===== config.mk =====
export PLATFORM = sky130hd
export DESIGN_NAME = sereep_host
export DESIGN_NICKNAME = d
export VERILOG_FILES = /design/src/rtl/sereep_pkg.sv /design/src/rtl/sereep_timer.sv /design/src/rtl/sereep_framer.sv /design/src/rtl/sereep_host.sv
export SDC_FILE = /design/constraint.sdc
export NUM_CORES = 1
export LEC_CHECK = 0
export BUFFER_PORTS_ARGS = -buffer_cell sky130_fd_sc_hd__buf_4
export CORE_ASPECT_RATIO = 0.6
export CORE_MARGIN = 2
export CORE_UTILIZATION = 63
export DETAILED_ROUTE_END_ITERATION = 7
export PLACE_DENSITY = 0.88
export SETUP_SLACK_MARGIN = 0.05
export SYNTH_ARGS = -nofsm -noshare
export SYNTH_HDL_FRONTEND = slang
export SYNTH_SLANG_ARGS = --single-unit

===== constraint.sdc =====
create_clock -name clk -period 5.98 [get_ports clk]
set_input_delay 0.299 -clock clk [delete_from_list [all_inputs] [get_ports clk]]
set_output_delay 0.299 -clock clk [all_outputs]
set_load 0.01 [all_outputs]

===== src/rtl/sereep_pkg.sv =====
package sereep_pkg;

  typedef enum logic [2:0] {
    OP_RD   = 3'd0,
    OP_WR   = 3'd1,
    OP_ER   = 3'd2,
    OP_ERAL = 3'd3,
    OP_WRAL = 3'd4,
    OP_EWEN = 3'd5,
    OP_EWDS = 3'd6
  } op_e;

  typedef enum logic [2:0] {
    S_IDLE, S_LO, S_HI, S_GAP, S_POLL
  } st_e;

  // round a nanosecond limit up to whole clock cycles, never below 2
  function automatic int ns2cyc(longint hz, longint ns);
    longint c;
    c = (hz * ns + 64'sd999_999_999) / 64'sd1_000_000_000;
    return (c < 2) ? 2 : int'(c);
  endfunction

  function automatic int addr_bits(bit org16);
    return org16 ? 6 : 7;
  endfunction

  function automatic int data_bits(bit org16);
    return org16 ? 16 : 8;
  endfunction

endpackage


===== src/rtl/sereep_timer.sv =====
module sereep_timer #(
  parameter int W = 4
) (
  input  logic         clk,
  input  logic         rst_n,
  input  logic         load,
  input  logic [W-1:0] val,
  output logic         zero
);

  logic [W-1:0] cnt;

  always_ff @(posedge clk or negedge rst_n) begin
    if (!rst_n)          cnt <= '0;
    else if (load)       cnt <= val;
    else if (cnt != '0)  cnt <= cnt - 1'b1;
  end

  assign zero = (cnt == '0);

  AST_TMR_HOLDS_ZERO: assert property (@(posedge clk) disable iff (!rst_n)
    zero && !load |=> zero);

endmodule


===== src/rtl/sereep_framer.sv =====
module sereep_framer import sereep_pkg::*; #(
  parameter  int AW = 6,
  parameter  int DW = 16,
  localparam int FW = 3 + AW + DW,
  localparam int NW = $clog2(FW + 1)
) (
  input  logic [2:0]    op,
  input  logic [AW-1:0] addr,
  input  logic [DW-1:0] data,
  output logic [FW-1:0] frame,
  output logic [NW-1:0] nbits,
  output logic          is_rd,
  output logic          is_prog
);

  logic [1:0]    opc;
  logic [AW-1:0] af;
  logic [DW-1:0] dat;
  logic          long_f;

  always_comb begin
    opc = 2'b00; af = '0; dat = '0;
    is_rd = 1'b0; is_prog = 1'b0; long_f = 1'b0;
    case (op)
      OP_RD:   begin opc = 2'b10; af = addr; is_rd = 1'b1; long_f = 1'b1; end
      OP_WR:   begin opc = 2'b01; af = addr; dat = data; is_prog = 1'b1; long_f = 1'b1; end
      OP_ER:   begin opc = 2'b11; af = addr; is_prog = 1'b1; end
      OP_ERAL: begin af = {2'b10, {(AW-2){1'b0}}}; is_prog = 1'b1; end
      OP_WRAL: begin af = {2'b01, {(AW-2){1'b0}}}; dat = data; is_prog = 1'b1; long_f = 1'b1; end
      OP_EWEN: af = {2'b11, {(AW-2){1'b0}}};
      default: af = '0;
    endcase
    frame = {1'b1, opc, af, dat};
    nbits = long_f ? NW'(FW) : NW'(3 + AW);
  end

endmodule


===== src/rtl/sereep_host.sv =====
module sereep_host import sereep_pkg::*; #(
  parameter  bit     ORG16         = 1'b1,
  parameter  longint CLK_HZ        = 50_000_000,
  parameter  longint SK_HALF_NS    = 250,
  parameter  longint CS_LOW_NS     = 250,
  parameter  longint POLL_LIMIT_NS = 12_000_000,
  localparam int     AW            = addr_bits(ORG16),
  localparam int     DW            = data_bits(ORG16)
) (
  input  logic          clk,
  input  logic          rst_n,
  input  logic          start_i,
  input  logic [2:0]    op_i,
  input  logic [AW-1:0] addr_i,
  input  logic [DW-1:0] wdata_i,
  output logic          busy_o,
  output logic          done_o,
  output logic          err_o,
  output logic [DW-1:0] rdata_o,
  output logic          cs_o,
  output logic          sk_o,
  output logic          di_o,
  input  logic          do_i
);

  localparam int FW   = 3 + AW + DW;
  localparam int NW   = $clog2(FW + 1);
  localparam int HALF = ns2cyc(CLK_HZ, SK_HALF_NS);
  localparam int CSL  = ns2cyc(CLK_HZ, CS_LOW_NS);
  localparam int TOC  = ns2cyc(CLK_HZ, POLL_LIMIT_NS);
  localparam int PMAX = (HALF > CSL) ? HALF : CSL;
  localparam int PW   = $clog2(PMAX + 1);
  localparam int TW   = $clog2(TOC + 1);

  st_e           state;
  logic [FW-1:0] sh;
  logic [NW-1:0] bitn, nbits_q;
  logic          rd_q, prog_q, polled_q;
  logic [DW:0]   rx;

  logic [FW-1:0] f_frame;
  logic [NW-1:0] f_nbits;
  logic          f_rd, f_prog;

  sereep_framer #(.AW(AW), .DW(DW)) u_framer (
    .op(op_i), .addr(addr_i), .data(wdata_i),
    .frame(f_frame), .nbits(f_nbits), .is_rd(f_rd), .is_prog(f_prog)
  );

  logic          ph_load, ph_zero, to_load, to_zero;
  logic [PW-1:0] ph_val;

  sereep_timer #(.W(PW)) u_phase (
    .clk(clk), .rst_n(rst_n), .load(ph_load), .val(ph_val), .zero(ph_zero)
  );
  sereep_timer #(.W(TW)) u_limit (
    .clk(clk), .rst_n(rst_n), .load(to_load), .val(TW'(TOC - 1)), .zero(to_zero)
  );

  // named events, shared by the FSM and the assertions
  logic frame_start, half_end_lo, half_end_hi, bit_last, sample_en;
  logic gap_end, poll_enter, poll_ready, poll_expire, poll_phase;

  assign frame_start = (state == S_IDLE) && start_i;
  assign half_end_lo = (state == S_LO) && ph_zero;
  assign half_end_hi = (state == S_HI) && ph_zero;
  assign bit_last    = (bitn == nbits_q - 1'b1);
  assign sample_en   = half_end_hi && rd_q && (bitn >= NW'(3 + AW - 1));
  assign gap_end     = (state == S_GAP) && ph_zero;
  assign poll_enter  = gap_end && prog_q && !polled_q;
  assign poll_phase  = (state == S_POLL);
  assign poll_ready  = poll_phase && ph_zero && do_i;
  assign poll_expire = poll_phase && !poll_ready && to_zero;

  always_comb begin
    ph_load = 1'b0;
    ph_val  = PW'(HALF - 1);
    if (frame_start || half_end_lo || poll_enter) ph_load = 1'b1;
    if (half_end_hi) begin
      ph_load = 1'b1;
      if (bit_last) ph_val = PW'(CSL - 1);
    end
    if (poll_ready || poll_expire) begin
      ph_load = 1'b1;
      ph_val  = PW'(CSL - 1);
    end
  end
  assign to_load = poll_enter;

  always_ff @(posedge clk or negedge rst_n) begin
    if (!rst_n) begin
      state <= S_IDLE; sh <= '0; bitn <= '0; nbits_q <= '0;
      rd_q <= 1'b0; prog_q <= 1'b0; polled_q <= 1'b0; rx <= '0;
      cs_o <= 1'b0; sk_o <= 1'b0; di_o <= 1'b0;
      done_o <= 1'b0; err_o <= 1'b0; rdata_o <= '0;
    end else begin
      done_o <= 1'b0;
      case (state)
        S_IDLE: if (start_i) begin
          cs_o <= 1'b1; di_o <= f_frame[FW-1]; sh <= f_frame << 1;
          bitn <= '0; nbits_q <= f_nbits; rd_q <= f_rd; prog_q <= f_prog;
          polled_q <= 1'b0; err_o <= 1'b0; state <= S_LO;
        end
        S_LO: if (ph_zero) begin
          sk_o <= 1'b1; state <= S_HI;
        end
        S_HI: if (ph_zero) begin
          sk_o <= 1'b0;
          if (sample_en) rx <= {rx[DW-1:0], do_i};
          if (bit_last) begin
            cs_o <= 1'b0; di_o <= 1'b0; state <= S_GAP;
          end else begin
            di_o <= sh[FW-1]; sh <= sh << 1; bitn <= bitn + 1'b1; state <= S_LO;
          end
        end
        S_GAP: if (ph_zero) begin
          if (poll_enter) begin
            cs_o <= 1'b1; polled_q <= 1'b1; state <= S_POLL;
          end else begin
            done_o <= 1'b1; state <= S_IDLE;
            if (rd_q) rdata_o <= rx[DW-1:0];
          end
        end
        S_POLL: if (poll_ready || poll_expire) begin
          cs_o <= 1'b0; state <= S_GAP;
          if (poll_expire) err_o <= 1'b1;
        end
        default: state <= S_IDLE;
      endcase
    end
  end

  assign busy_o = (state != S_IDLE);

  AST_SK_NEEDS_CS: assert property (@(posedge clk) disable iff (!rst_n)
    sk_o |-> cs_o);
  AST_DI_STILL_WHILE_SK_HIGH: assert property (@(posedge clk) disable iff (!rst_n)
    sk_o && $past(sk_o) |-> $stable(di_o));
  AST_DI_SETTLED_AT_RISE: assert property (@(posedge clk) disable iff (!rst_n)
    $rose(sk_o) |-> $stable(di_o));
  AST_FRAME_OPENS_WITH_ONE: assert property (@(posedge clk) disable iff (!rst_n)
    $rose(cs_o) && !poll_phase |-> di_o);
  AST_POLL_HAS_NO_SK: assert property (@(posedge clk) disable iff (!rst_n)
    poll_phase |-> !sk_o);
  AST_DONE_NOT_BUSY: assert property (@(posedge clk) disable iff (!rst_n)
    done_o |-> !busy_o);
  AST_DONE_ONE_CYCLE: assert property (@(posedge clk) disable iff (!rst_n)
    done_o |=> !done_o);
  AST_ERR_RISES_IN_POLL: assert property (@(posedge clk) disable iff (!rst_n)
    $rose(err_o) |-> !cs_o && $past(poll_phase));
  AST_START_IGNORED_BUSY: assert property (@(posedge clk) disable iff (!rst_n)
    busy_o && start_i && !frame_start |=> $stable(nbits_q));

endmodule


==> impl_metrics.toml, run 1 <==
[die]
die_width_um = 115.8
floorplan.rows = 24
die_height_um = 71.09
io_pins = 51
initial_core_util_pct = 65.03
core-area_sq_um = 7267
die-area_sq_um = 8232

[synth]
postSynth.asyncResetShare_pct = 100.0
avgSynthCellArea_sq_um = 10.50
synth_cells = 450
seq_area_frac_synth_pct = 51.89
mappedNetlistArea_sq_um = 4726
synth_cell_type_count = 60
yosys_warnings = 0
yosys_register_bits = 98
synth.net_count = 485
ys.flop_type = "sky130_fd_sc_hd__dfrtp_1"
synth_enable_flop_cells = 0

[sta]
tns_ns = 0
setup_repair_after_global_routing_missed_its_margin = "false"
timing.fmax_mhz = 352.8
clock_skew_ns = 0.006566
worst_slew_pin_slew_ns = 0.8753
setup_viol = 0
min_clock_period_post_route_ns = 2.835
hold_violations = 0
slew_viol_final = 0
max-slew-margin-rel_pct = 41.43
final_worst_path_period_share_pct = 47.40

[placed_design]
final_estimated_routing_congestion_in_global_placement = 0.8845
dp_hpwl_um = 6470
placement.io_buffers = 50

[pwr]
powerDensity_nw_per_um2 = 404.5
totalPowerFinal_mw = 2.204
vdd_drop_max_mv = 0.3674
power.leakage_nw = 2.573

[worst_setup_path]
critical_path.endpoint_type = "flop"
timing.setup.critical_path_class = "flop to flop"
regToRegEndpoint = "rx[11]"
rr_startpoint = "u_phase.cnt[0]"
crit_path_top_delay_cell = "sky130_fd_sc_hd__nor2_2"
setup.reg_to_reg.worst_slack_ns = 3.15
critical_path.endpoint = "rx[11]"
timing.critical_path.cells = "inv_1 > ha_1 > nor3b_2 > nand2_1 > nor2_2 > mux2_2"
timing.critical_path.fanout_max = 16
cp_data_required_time_ns = 6.22
timing.reg2reg.worst_path_depth = 6
cp_data_arrival_time_ns = 3.07
setup.worst_path.start_class = "flop"
critical-path-max-stage-delay_ns = 0.68
critPathLaunch = "u_phase.cnt[0]"

[clocking]
cts_tree = "built"
cts.reportedPaths.clkPinSlew_ns = 0.07
cts_buffer_count = 9
cts_setup_buffers = 0
cts_root_buffer = "sky130_fd_sc_hd__clkbuf_16"
htree_depth = 3
cts_hold_repair.buffers = 1
insertion_delay_ns = 0.35
clock-sinks = 98
cts_resized = 0
cts_buffer_depth = 2

[drt]
remaining_drc_errors = 0
routed_via_count = 3583
drt-total-wl_um = 9542
via_per_instance_ratio = 5.952
initialDrtViolationCount = 278
detail_route.wl_per_cell_um = 15.85
postRouteAntennaNets = 0
drtPass1Iterations = 5

[global_route]
antenna_found_initial = 0
number_of_global_route_vias_before_repair = 3293
grt_use_total_pct = 25.68
grt_start_max_net_pins = 72
gr-total-overflow = 0
grt_first_pass_wirelength_um = 16180

[layout]
antennaDiodeCount = 0
layout.core_utilization_pct = 75.00
fin_nets = 528
filler_cell_count = 508
post_route_cells_drive_above_1_share_pct = 23.69
flow.area_growth_from_synthesis_pct = 15.33

[worst_hold_path]
hold_class = "primary input to flop"

[outcome]
outcome = "finished clean"

[flow_run]
maxCapViolCount = 0
==> layout make-up <==
cell class | count | area (sq um) | area share (%)
inverter | 9 | 33.78 | 0.6198
timing repair buffer | 54 | 407.9 | 7.484
tap | 104 | 130.1 | 2.388
sequential | 98 | 2452 | 45.00
clock buffer | 9 | 225.2 | 4.132
multi-input combinational | 321 | 2128 | 39.05
clock inverter | 7 | 72.57 | 1.331
==> cells in the mapped netlist (4+ instances only) <==
cell type / number / share of area [%]
sky130_fd_sc_hd__o21ai_0: 39 / 4.1
sky130_fd_sc_hd__nor2_1: 27 / 2.1
sky130_fd_sc_hd__a21oi_1: 26 / 2.8
sky130_fd_sc_hd__nand2b_1: 4 / 0.53
sky130_fd_sc_hd__a211oi_1: 6 / 0.95
sky130_fd_sc_hd__inv_1: 9 / 0.71
sky130_fd_sc_hd__buf_2: 8 / 0.85
sky130_fd_sc_hd__ha_1: 6 / 1.6
sky130_fd_sc_hd__buf_4: 5 / 0.79
sky130_fd_sc_hd__dfrtp_1: 98 / 52
sky130_fd_sc_hd__o211ai_1: 8 / 1.3
sky130_fd_sc_hd__and3_1: 16 / 2.1
sky130_fd_sc_hd__nand3_1: 6 / 0.64
sky130_fd_sc_hd__nor4_1: 6 / 0.79
sky130_fd_sc_hd__mux2_2: 32 / 7.6
sky130_fd_sc_hd__a22oi_1: 4 / 0.64
sky130_fd_sc_hd__clkbuf_1: 8 / 0.64
sky130_fd_sc_hd__xnor2_1: 11 / 2.0
sky130_fd_sc_hd__nand2_1: 55 / 4.4
sky130_fd_sc_hd__xor2_1: 10 / 1.9
sky130_fd_sc_hd__nor3_1: 10 / 1.1
==> metrics by stage <==
stage               std cells  setup slack [ns]  area, sq um  hold slack, ns
floorplan                 450             4.093         4726        0.003409
global placement          585             3.353         5142          0.2355
detailed placement        585             3.168         5142          0.2360
CTS                       602             3.178         5450          0.1916
global route              602             2.921         5450          0.2000
finish                    602             3.145         5450          0.1973
==> where the power goes <==
| group | internal (mW) | switching (mW) | total (mW) | leakage (nW) |
|---|---|---|---|---|
| combinational | 0.262 | 0.365 | 0.627 | 1.14 |
| clock | 0.295 | 0.268 | 0.563 | 0.143 |
| sequential | 0.845 | 0.170 | 1.02 | 1.29 |
==> metal layers <==
layer  up-vias  GRT usage (%)  routed length, um
met3        14          7.284                596
met1      1736          38.22               4583
li1       1682              -                  -
met2       151          37.04               4264
met5         -              0                  0
met4         0          7.937                 98
==> placed cells by master (no fill, tap or decap), types with 4 or more instances in the layout <==
cell type and n:
sky130_fd_sc_hd__a211oi_1 6, sky130_fd_sc_hd__a21oi_1 26, sky130_fd_sc_hd__a22oi_1 4, sky130_fd_sc_hd__and3_1 16, sky130_fd_sc_hd__buf_4 53, sky130_fd_sc_hd__clkbuf_16 9, sky130_fd_sc_hd__dfrtp_1 98, sky130_fd_sc_hd__ha_1 6
sky130_fd_sc_hd__inv_1 9, sky130_fd_sc_hd__mux2_2 32, sky130_fd_sc_hd__nand2_1 55, sky130_fd_sc_hd__nand2b_1 4, sky130_fd_sc_hd__nand3_1 6, sky130_fd_sc_hd__nor2_1 27, sky130_fd_sc_hd__nor3_1 10, sky130_fd_sc_hd__nor4_1 6
sky130_fd_sc_hd__o211ai_1 8, sky130_fd_sc_hd__o21ai_0 39, sky130_fd_sc_hd__xnor2_1 11, sky130_fd_sc_hd__xor2_1 10
==> sequential cells by signal (all words and copies together) (netlist names), 2 cells and up <==
signal,count
nbits_q,2
sh,24
u_phase.cnt,4
u_limit.cnt,20
bitn,5
rx,16
rdata_o,16
state,3
==> how the worst min path moves through the flow <==
stage	startpoint	endpoint	slack [ns]	cells after the start
floorplan	rst_n	bitn[0]	0.003	0
global placement	rst_n	u_phase.cnt[0]	0.24	1
detailed placement	rst_n	u_phase.cnt[1]	0.24	1
CTS	wdata_i[0]	sh[1]	0.19	2
global route	wdata_i[0]	sh[1]	0.20	2
finish	wdata_i[0]	sh[1]	0.20	2
==> critical path, delay by kind of cell, from the launching register on <==
family | cells | cell delay [ns]
and+or+nand+nor | 3 | 1.60
DFF | 1 | 0.37
buffers and inverters | 1 | 0.11
adders and majority gates | 1 | 0.20
muxes | 1 | 0.43
==> logic make-up (layout without fill, tap and decap cells) <==
| kind of cell | Yosys count | in the layout | share of synthesized area, % |
|---|---|---|---|
| AND/OR/NAND/NOR | 160 | 160 | 18.14 |
| AO/OA/AOI/OAI | 99 | 99 | 12.84 |
| flip-flops | 98 | 98 | 51.89 |
| multiplexers | 34 | 34 | 8.075 |
| buffers and inverters | 31 | 79 | 3.071 |
| XOR/XNOR | 22 | 22 | 4.395 |
| adder cells (fa/ha/maj) | 6 | 6 | 1.589 |
Power figures use the tool's default switching activity.
==> inputs of run 2 (changes only) <==
--- a/config.mk
+++ b/config.mk
@@ -8,9 +8,9 @@
 export BUFFER_PORTS_ARGS = -buffer_cell sky130_fd_sc_hd__buf_4
 export CORE_ASPECT_RATIO = 0.6
 export CORE_MARGIN = 2
-export CORE_UTILIZATION = 63
+export CORE_UTILIZATION = 53
 export DETAILED_ROUTE_END_ITERATION = 7
-export PLACE_DENSITY = 0.88
+export PLACE_DENSITY = 0.79
 export SETUP_SLACK_MARGIN = 0.05
 export SYNTH_ARGS = -nofsm -noshare
 export SYNTH_HDL_FRONTEND = slang
==> constraint.sdc (replaced) <==
create_clock -name clk -period 2.3 [get_ports clk]
set_input_delay 0.115 -clock clk [delete_from_list [all_inputs] [get_ports clk]]
set_output_delay 0.115 -clock clk [all_outputs]
set_load 0.01 [all_outputs]
==> impl_metrics.toml, run 2 (same netlist as run 1, synthesis figures left out) <==
[layout]
post_route_cells_drive_above_1_share_pct = 25.79
flow.area_growth_from_synthesis_pct = 17.47
largest-register = "sh"
reg.largest.list = "sh (24), u_limit.cnt (20)"
fin_nets = 538
antennaDiodeCount = 0
post_layout_nonfiller_instances = 620
leading_cell_types_in_the_layout_fill_and_taps_excluded = "sky130_fd_sc_hd__dfrtp_1, sky130_fd_sc_hd__buf_4, sky130_fd_sc_hd__nand2_1, sky130_fd_sc_hd__o21ai_0, sky130_fd_sc_hd__mux2_2"
number_of_flip_flops_in_the_largest_register = 24
mostFrequentLayoutCell = "sky130_fd_sc_hd__dfrtp_1"

[sta]
tns_ns = 0
max-slew-margin-rel_pct = 56.92
worst_slew_pin_slew_ns = 0.6462
final_worst_path_period_share_pct = 94.02
setup_viol = 0
hold_violations = 0
timing.fmax_mhz = 462.5
slew_viol_final = 0
clock_skew_ns = 0.005844
min_clock_period_post_route_ns = 2.162
setup_repair_after_global_routing_missed_its_margin = "false"

[worst_setup_path]
cp_data_required_time_ns = 2.50
timing.critical_path.cells = "inv_1 > ha_1 > or3b_2 > a211oi_1 > o21ai_0 > o21ai_0 > a221oi_1"
critical_path.endpoint_type = "flop"
setup.worst_path.start_class = "flop"
worst_path_most_repeated_cell = "sky130_fd_sc_hd__o21ai_0"
critical-path-max-stage-delay_ns = 0.53
crit_path_top_delay_cell = "sky130_fd_sc_hd__or3b_2"
cp_data_arrival_time_ns = 2.36
timing.setup.critical_path_class = "flop to flop"
cp_num_buf_inv = 1
timing.critical_path.fanout_max = 5
cp_top_family = "compound AO/OA/AOI/OAI gates"

[drt]
drt-total-wl_um = 10130
via_per_instance_ratio = 5.765
remaining_drc_errors = 0
routed_via_count = 3574
postRouteAntennaNets = 0
detail_route.wl_per_cell_um = 16.33
initialDrtViolationCount = 296
drtPass1Iterations = 4

[die]
die_height_um = 77.15
io_pins = 51
initial_core_util_pct = 55.03
core-area_sq_um = 8588
die-area_sq_um = 9713
floorplan.rows = 26
die_width_um = 125.9

[clocking]
cts_setup_buffers = 0
clock-sinks = 98
htree_depth = 3
cts_buffer_count = 9
cts_buffer_depth = 2
cts_tree = "built"
cts.reportedPaths.clkPinSlew_ns = 0.07
insertion_delay_ns = 0.34
cts_root_buffer = "sky130_fd_sc_hd__clkbuf_16"

[global_route]
number_of_global_route_vias_before_repair = 3460
grt_start_max_net_pins = 50
grt_use_total_pct = 21.72
antenna_found_initial = 0
gr-total-overflow = 0
grt_first_pass_wirelength_um = 16990

[pwr]
power.leakage_nw = 2.628
vdd_drop_max_mv = 0.4355
powerDensity_nw_per_um2 = 1038
totalPowerFinal_mw = 5.762

[worst_hold_path]
hold_class = "primary input to flop"

[placed_design]
placement.io_buffers = 50
final_estimated_routing_congestion_in_global_placement = 0.8490
place.detailed.instances = 603
dp_hpwl_um = 7074

[flow_run]
maxCapViolCount = 0

[outcome]
outcome = "finished clean"
==> run 2: cell types whose count changed in the layout (fill, tap and decap cells not counted), sizes merged <==
cell,before,now
inv,13,9
clkbuf,9,10
clkinv,2,4
clkinvlp,1,2
buf,53,63
==> run 2: layout make-up <==
class,instances,area (sq um)
sequential,98,2452
tap,112,140.1
multi-input combinational,321,2148
clock buffer,10,239.0
inverter,9,33.78
clock inverter,6,42.54
timing repair buffer,64,495.5
fill,687,3037
==> run 2: per-stage QoR <==
| stage | utilization (%) | instance area (sq um) | setup WS, ns | hold WS (ns) |
|---|---|---|---|---|
| finish | 64.64 | 5552 | 0.1376 | 0.02693 |
| global route | 64.64 | 5552 | 0.04437 | 0.01148 |
| CTS | 64.41 | 5532 | 0.07957 | 0.01392 |
| detailed placement | 61.01 | 5240 | 0.1516 | 0.1826 |
| global placement | 61.01 | 5240 | 0.2550 | 0.1566 |
| floorplan | - | 4726 | 0.4128 | -0.1806 |
==> run 2: routing by layer <==
layer | vias to the layer above | global-route usage [%] | routed length [um] | share of wire, %
met4 | 0 | 5.824 | 53 | 0.52
met3 | 4 | 5.513 | 597 | 5.9
li1 | 1701 | - | - | -
met2 | 106 | 30.81 | 4483 | 44
met1 | 1763 | 33.15 | 4993 | 49
met5 | - | 0 | 0 | 0
==> run 2: path summary, 6_finish.rpt <==
path | end | cells after the start | slack (ns) | start
min in group asynchronous | err_o | 2 | 0.35 | rst_n
worst min-delay path | sh[1] | 2 | 0.03 | wdata_i[0]
worst min register to register | sh[14] | 2 | 0.48 | sh[14]
worst max-delay path | u_phase.cnt[0] | 7 | 0.14 | u_phase.cnt[0]
max in group asynchronous | bitn[3] | 3 | 1.22 | rst_n
worst max register to register | u_phase.cnt[0] | 7 | 0.14 | u_phase.cnt[0]
==> run 2: where the power goes <==
group          switching, mW  internal [mW]
Combinational          0.961          0.744
Sequential             0.458           2.20
Clock                  0.638          0.762
Total                   2.06           3.70
==> run 2: what timing repair did <==
item | in CTS | in global routing
setup endpoints to repair | 0 | 21
hold buffers | 1 | 0
endpoints found under the hold margin | 46 | 0
gates resized for setup | 0 | 4
==> inputs of run 3 (changes only) <==
--- a/config.mk
+++ b/config.mk
@@ -6,10 +6,12 @@
 export NUM_CORES = 1
 export LEC_CHECK = 0
 export BUFFER_PORTS_ARGS = -buffer_cell sky130_fd_sc_hd__buf_4
+export CAP_MARGIN = 20
 export CORE_ASPECT_RATIO = 0.6
 export CORE_MARGIN = 2
 export CORE_UTILIZATION = 53
 export DETAILED_ROUTE_END_ITERATION = 7
+export GPL_TIMING_DRIVEN = 0
 export PLACE_DENSITY = 0.79
 export SETUP_SLACK_MARGIN = 0.05
 export SYNTH_ARGS = -nofsm -noshare
==> impl_metrics.toml, run 3 (same netlist as run 1, synthesis figures left out) <==
[pwr]
vdd_drop_max_mv = 0.5438
power.leakage_nw = 2.629
powerDensity_nw_per_um2 = 1047

[sta]
setup_ws_ns = 0.1685
tns_ns = 0
final_worst_path_period_share_pct = 92.67
setup_repair_after_global_routing_missed_its_margin = "false"
worst_slew_pin_slew_ns = 0.5460
min_clock_period_post_route_ns = 2.132
max-slew-margin-rel_pct = 63.60
clock_skew_ns = 0.005380
hold_violations = 0
setup_viol = 0
slew_viol_final = 0
timing.fmax_mhz = 469.2

[global_route]
grt_first_pass_wirelength_um = 17120
grt_start_max_net_pins = 65
antenna_found_initial = 0
number_of_global_route_vias_before_repair = 3451
grt_use_total_pct = 22.01
gr-total-overflow = 0

[drt]
initialDrtViolationCount = 330
drtPass1Iterations = 5
postRouteAntennaNets = 0
detail_route.wl_per_cell_um = 16.29
via_per_instance_ratio = 5.769
routed_via_count = 3629
remaining_drc_errors = 0
drt-total-wl_um = 10250

[layout]
largest-register = "sh"
leading_cell_types_in_the_layout_fill_and_taps_excluded = "sky130_fd_sc_hd__dfrtp_1, sky130_fd_sc_hd__nand2_1, sky130_fd_sc_hd__buf_4, sky130_fd_sc_hd__o21ai_0, sky130_fd_sc_hd__mux2_2"
post_route_cells_drive_above_1_share_pct = 25.15
post_layout_nonfiller_instances = 629
fin_nets = 547
mostFrequentLayoutCell = "sky130_fd_sc_hd__dfrtp_1"
flow.area_growth_from_synthesis_pct = 18.22
layout.core_utilization_pct = 65.05
number_of_flip_flops_in_the_largest_register = 24
reg.largest.list = "sh (24), u_limit.cnt (20)"
filler_cell_count = 675
antennaDiodeCount = 0

[worst_setup_path]
regToRegEndpoint = "u_limit.cnt[1]"
critical-path-max-stage-delay_ns = 0.46
cp_data_arrival_time_ns = 2.41
timing.setup.critical_path_class = "flop to flop"
critical_path.endpoint_type = "flop"
critPathLaunch = "u_limit.cnt[0]"
cp_data_required_time_ns = 2.58
timing.critical_path.cells = "inv_1 > ha_1 > nor2b_1 > nand2_1 > nor4_4 > mux2_1 > nand2_1"
rr_startpoint = "u_limit.cnt[0]"
setup.worst_path.start_class = "flop"
crit_path_top_delay_cell = "sky130_fd_sc_hd__nor4_4"
worst_path_most_repeated_cell = "sky130_fd_sc_hd__nand2_1"
timing.critical_path.fanout_max = 5
setup.reg_to_reg.worst_slack_ns = 0.17
timing.reg2reg.worst_path_depth = 7

[clocking]
cts.reportedPaths.clkPinSlew_ns = 0.06
htree_depth = 3
insertion_delay_ns = 0.34
clock-sinks = 98
cts_root_buffer = "sky130_fd_sc_hd__clkbuf_16"
cts_buffer_count = 9
cts_tree = "built"
cts_buffer_depth = 2

[flow_run]
maxCapViolCount = 0

[worst_hold_path]
timing.hold.worst_endpoint = "sh[1]"
min_delay_path_depth = 2
hold_class = "primary input to flop"
hold_path_startpoint = "wdata_i[0]"

[outcome]
outcome = "finished clean"

[die]
die_height_um = 77.15
io_pins = 51
core-area_sq_um = 8588
initial_core_util_pct = 55.03
floorplan.rows = 26
die-area_sq_um = 9713
die_width_um = 125.9

[placed_design]
dp_hpwl_um = 7267
placement.io_buffers = 48
place.detailed.instances = 611
final_estimated_routing_congestion_in_global_placement = 0.8651
preCtsSetupSlack_ns = -0.01717
## run 3: cell types whose count changed in the layout (fill, tap and decap cells not counted), sizes merged
cell	previous run	this run
clkinv	4	2
buf	63	64
bufinv	0	1
clkbuf	10	19
## run 3: timing repair
action	in CTS	in global routing
buffers inserted	0	1
hold buffers	1	0
hold endpoints to repair	34	0
gates resized for setup	2	7
pin swaps	0	1
endpoints found under the setup margin	11	31
## run 3: area by class of cell
cell class / instances / area, sq um / share of cell area [%]
buffer: 22 / 117.6 / 2.105
clock buffer: 11 / 232.7 / 4.166
clock inverter: 5 / 55.05 / 0.9854
inverter: 9 / 33.78 / 0.6047
multi-input combinational: 321 / 2150 / 38.48
sequential: 98 / 2452 / 43.90
tap: 112 / 140.1 / 2.508
timing repair buffer: 51 / 405.4 / 7.256
## run 3: worst max path at each step
stage          slack [ns]  depth (start not counted)              to
2_1_floorplan        0.41                          7           rx[0]
3_3_place_gp         0.11                          7          rx[11]
3_5_place_dp        -0.02                          7          rx[10]
4_1_cts              0.06                          9      rdata_o[7]
5_1_grt              0.05                          7  u_phase.cnt[0]
6_report             0.17                          7  u_limit.cnt[1]
## run 3: per-stage QoR
step / cell area [sq um] / hold slack (ns) / total power [mW]
finish: 5587 / 0.03578 / 5.851
floorplan: 4726 / -0.1806 / 3.797
CTS: 5559 / 0.02797 / 5.824
global placement: 5226 / 0.3733 / 4.198
detailed placement: 5254 / 0.1094 / 4.328
global route: 5587 / 0.02264 / 6.218
## run 3: routing by layer
layer / vias to the layer above / global-route usage (%) / share of wire, %
li1: 1728 / - / -
met1: 1780 / 33.36 / 49
met2: 109 / 31.29 / 44
met3: 12 / 6.141 / 5.8
met4: 0 / 5.385 / 1.2
met5: - / 0 / 0
## run 3: power breakdown
group          switching [mW]  total (mW)  internal [mW]
Clock                   0.631        1.47          0.840
Sequential              0.424        2.62           2.20
Combinational            1.02        1.76          0.736
## run 3: critical path, delay by kind of cell, from the launching register on
kind | cells | cell delay [ns]
flops | 1 | 0.39
fa+ha+maj | 1 | 0.18
mux | 1 | 0.37
buf+inv | 1 | 0.12
simple gates | 4 | 1.01
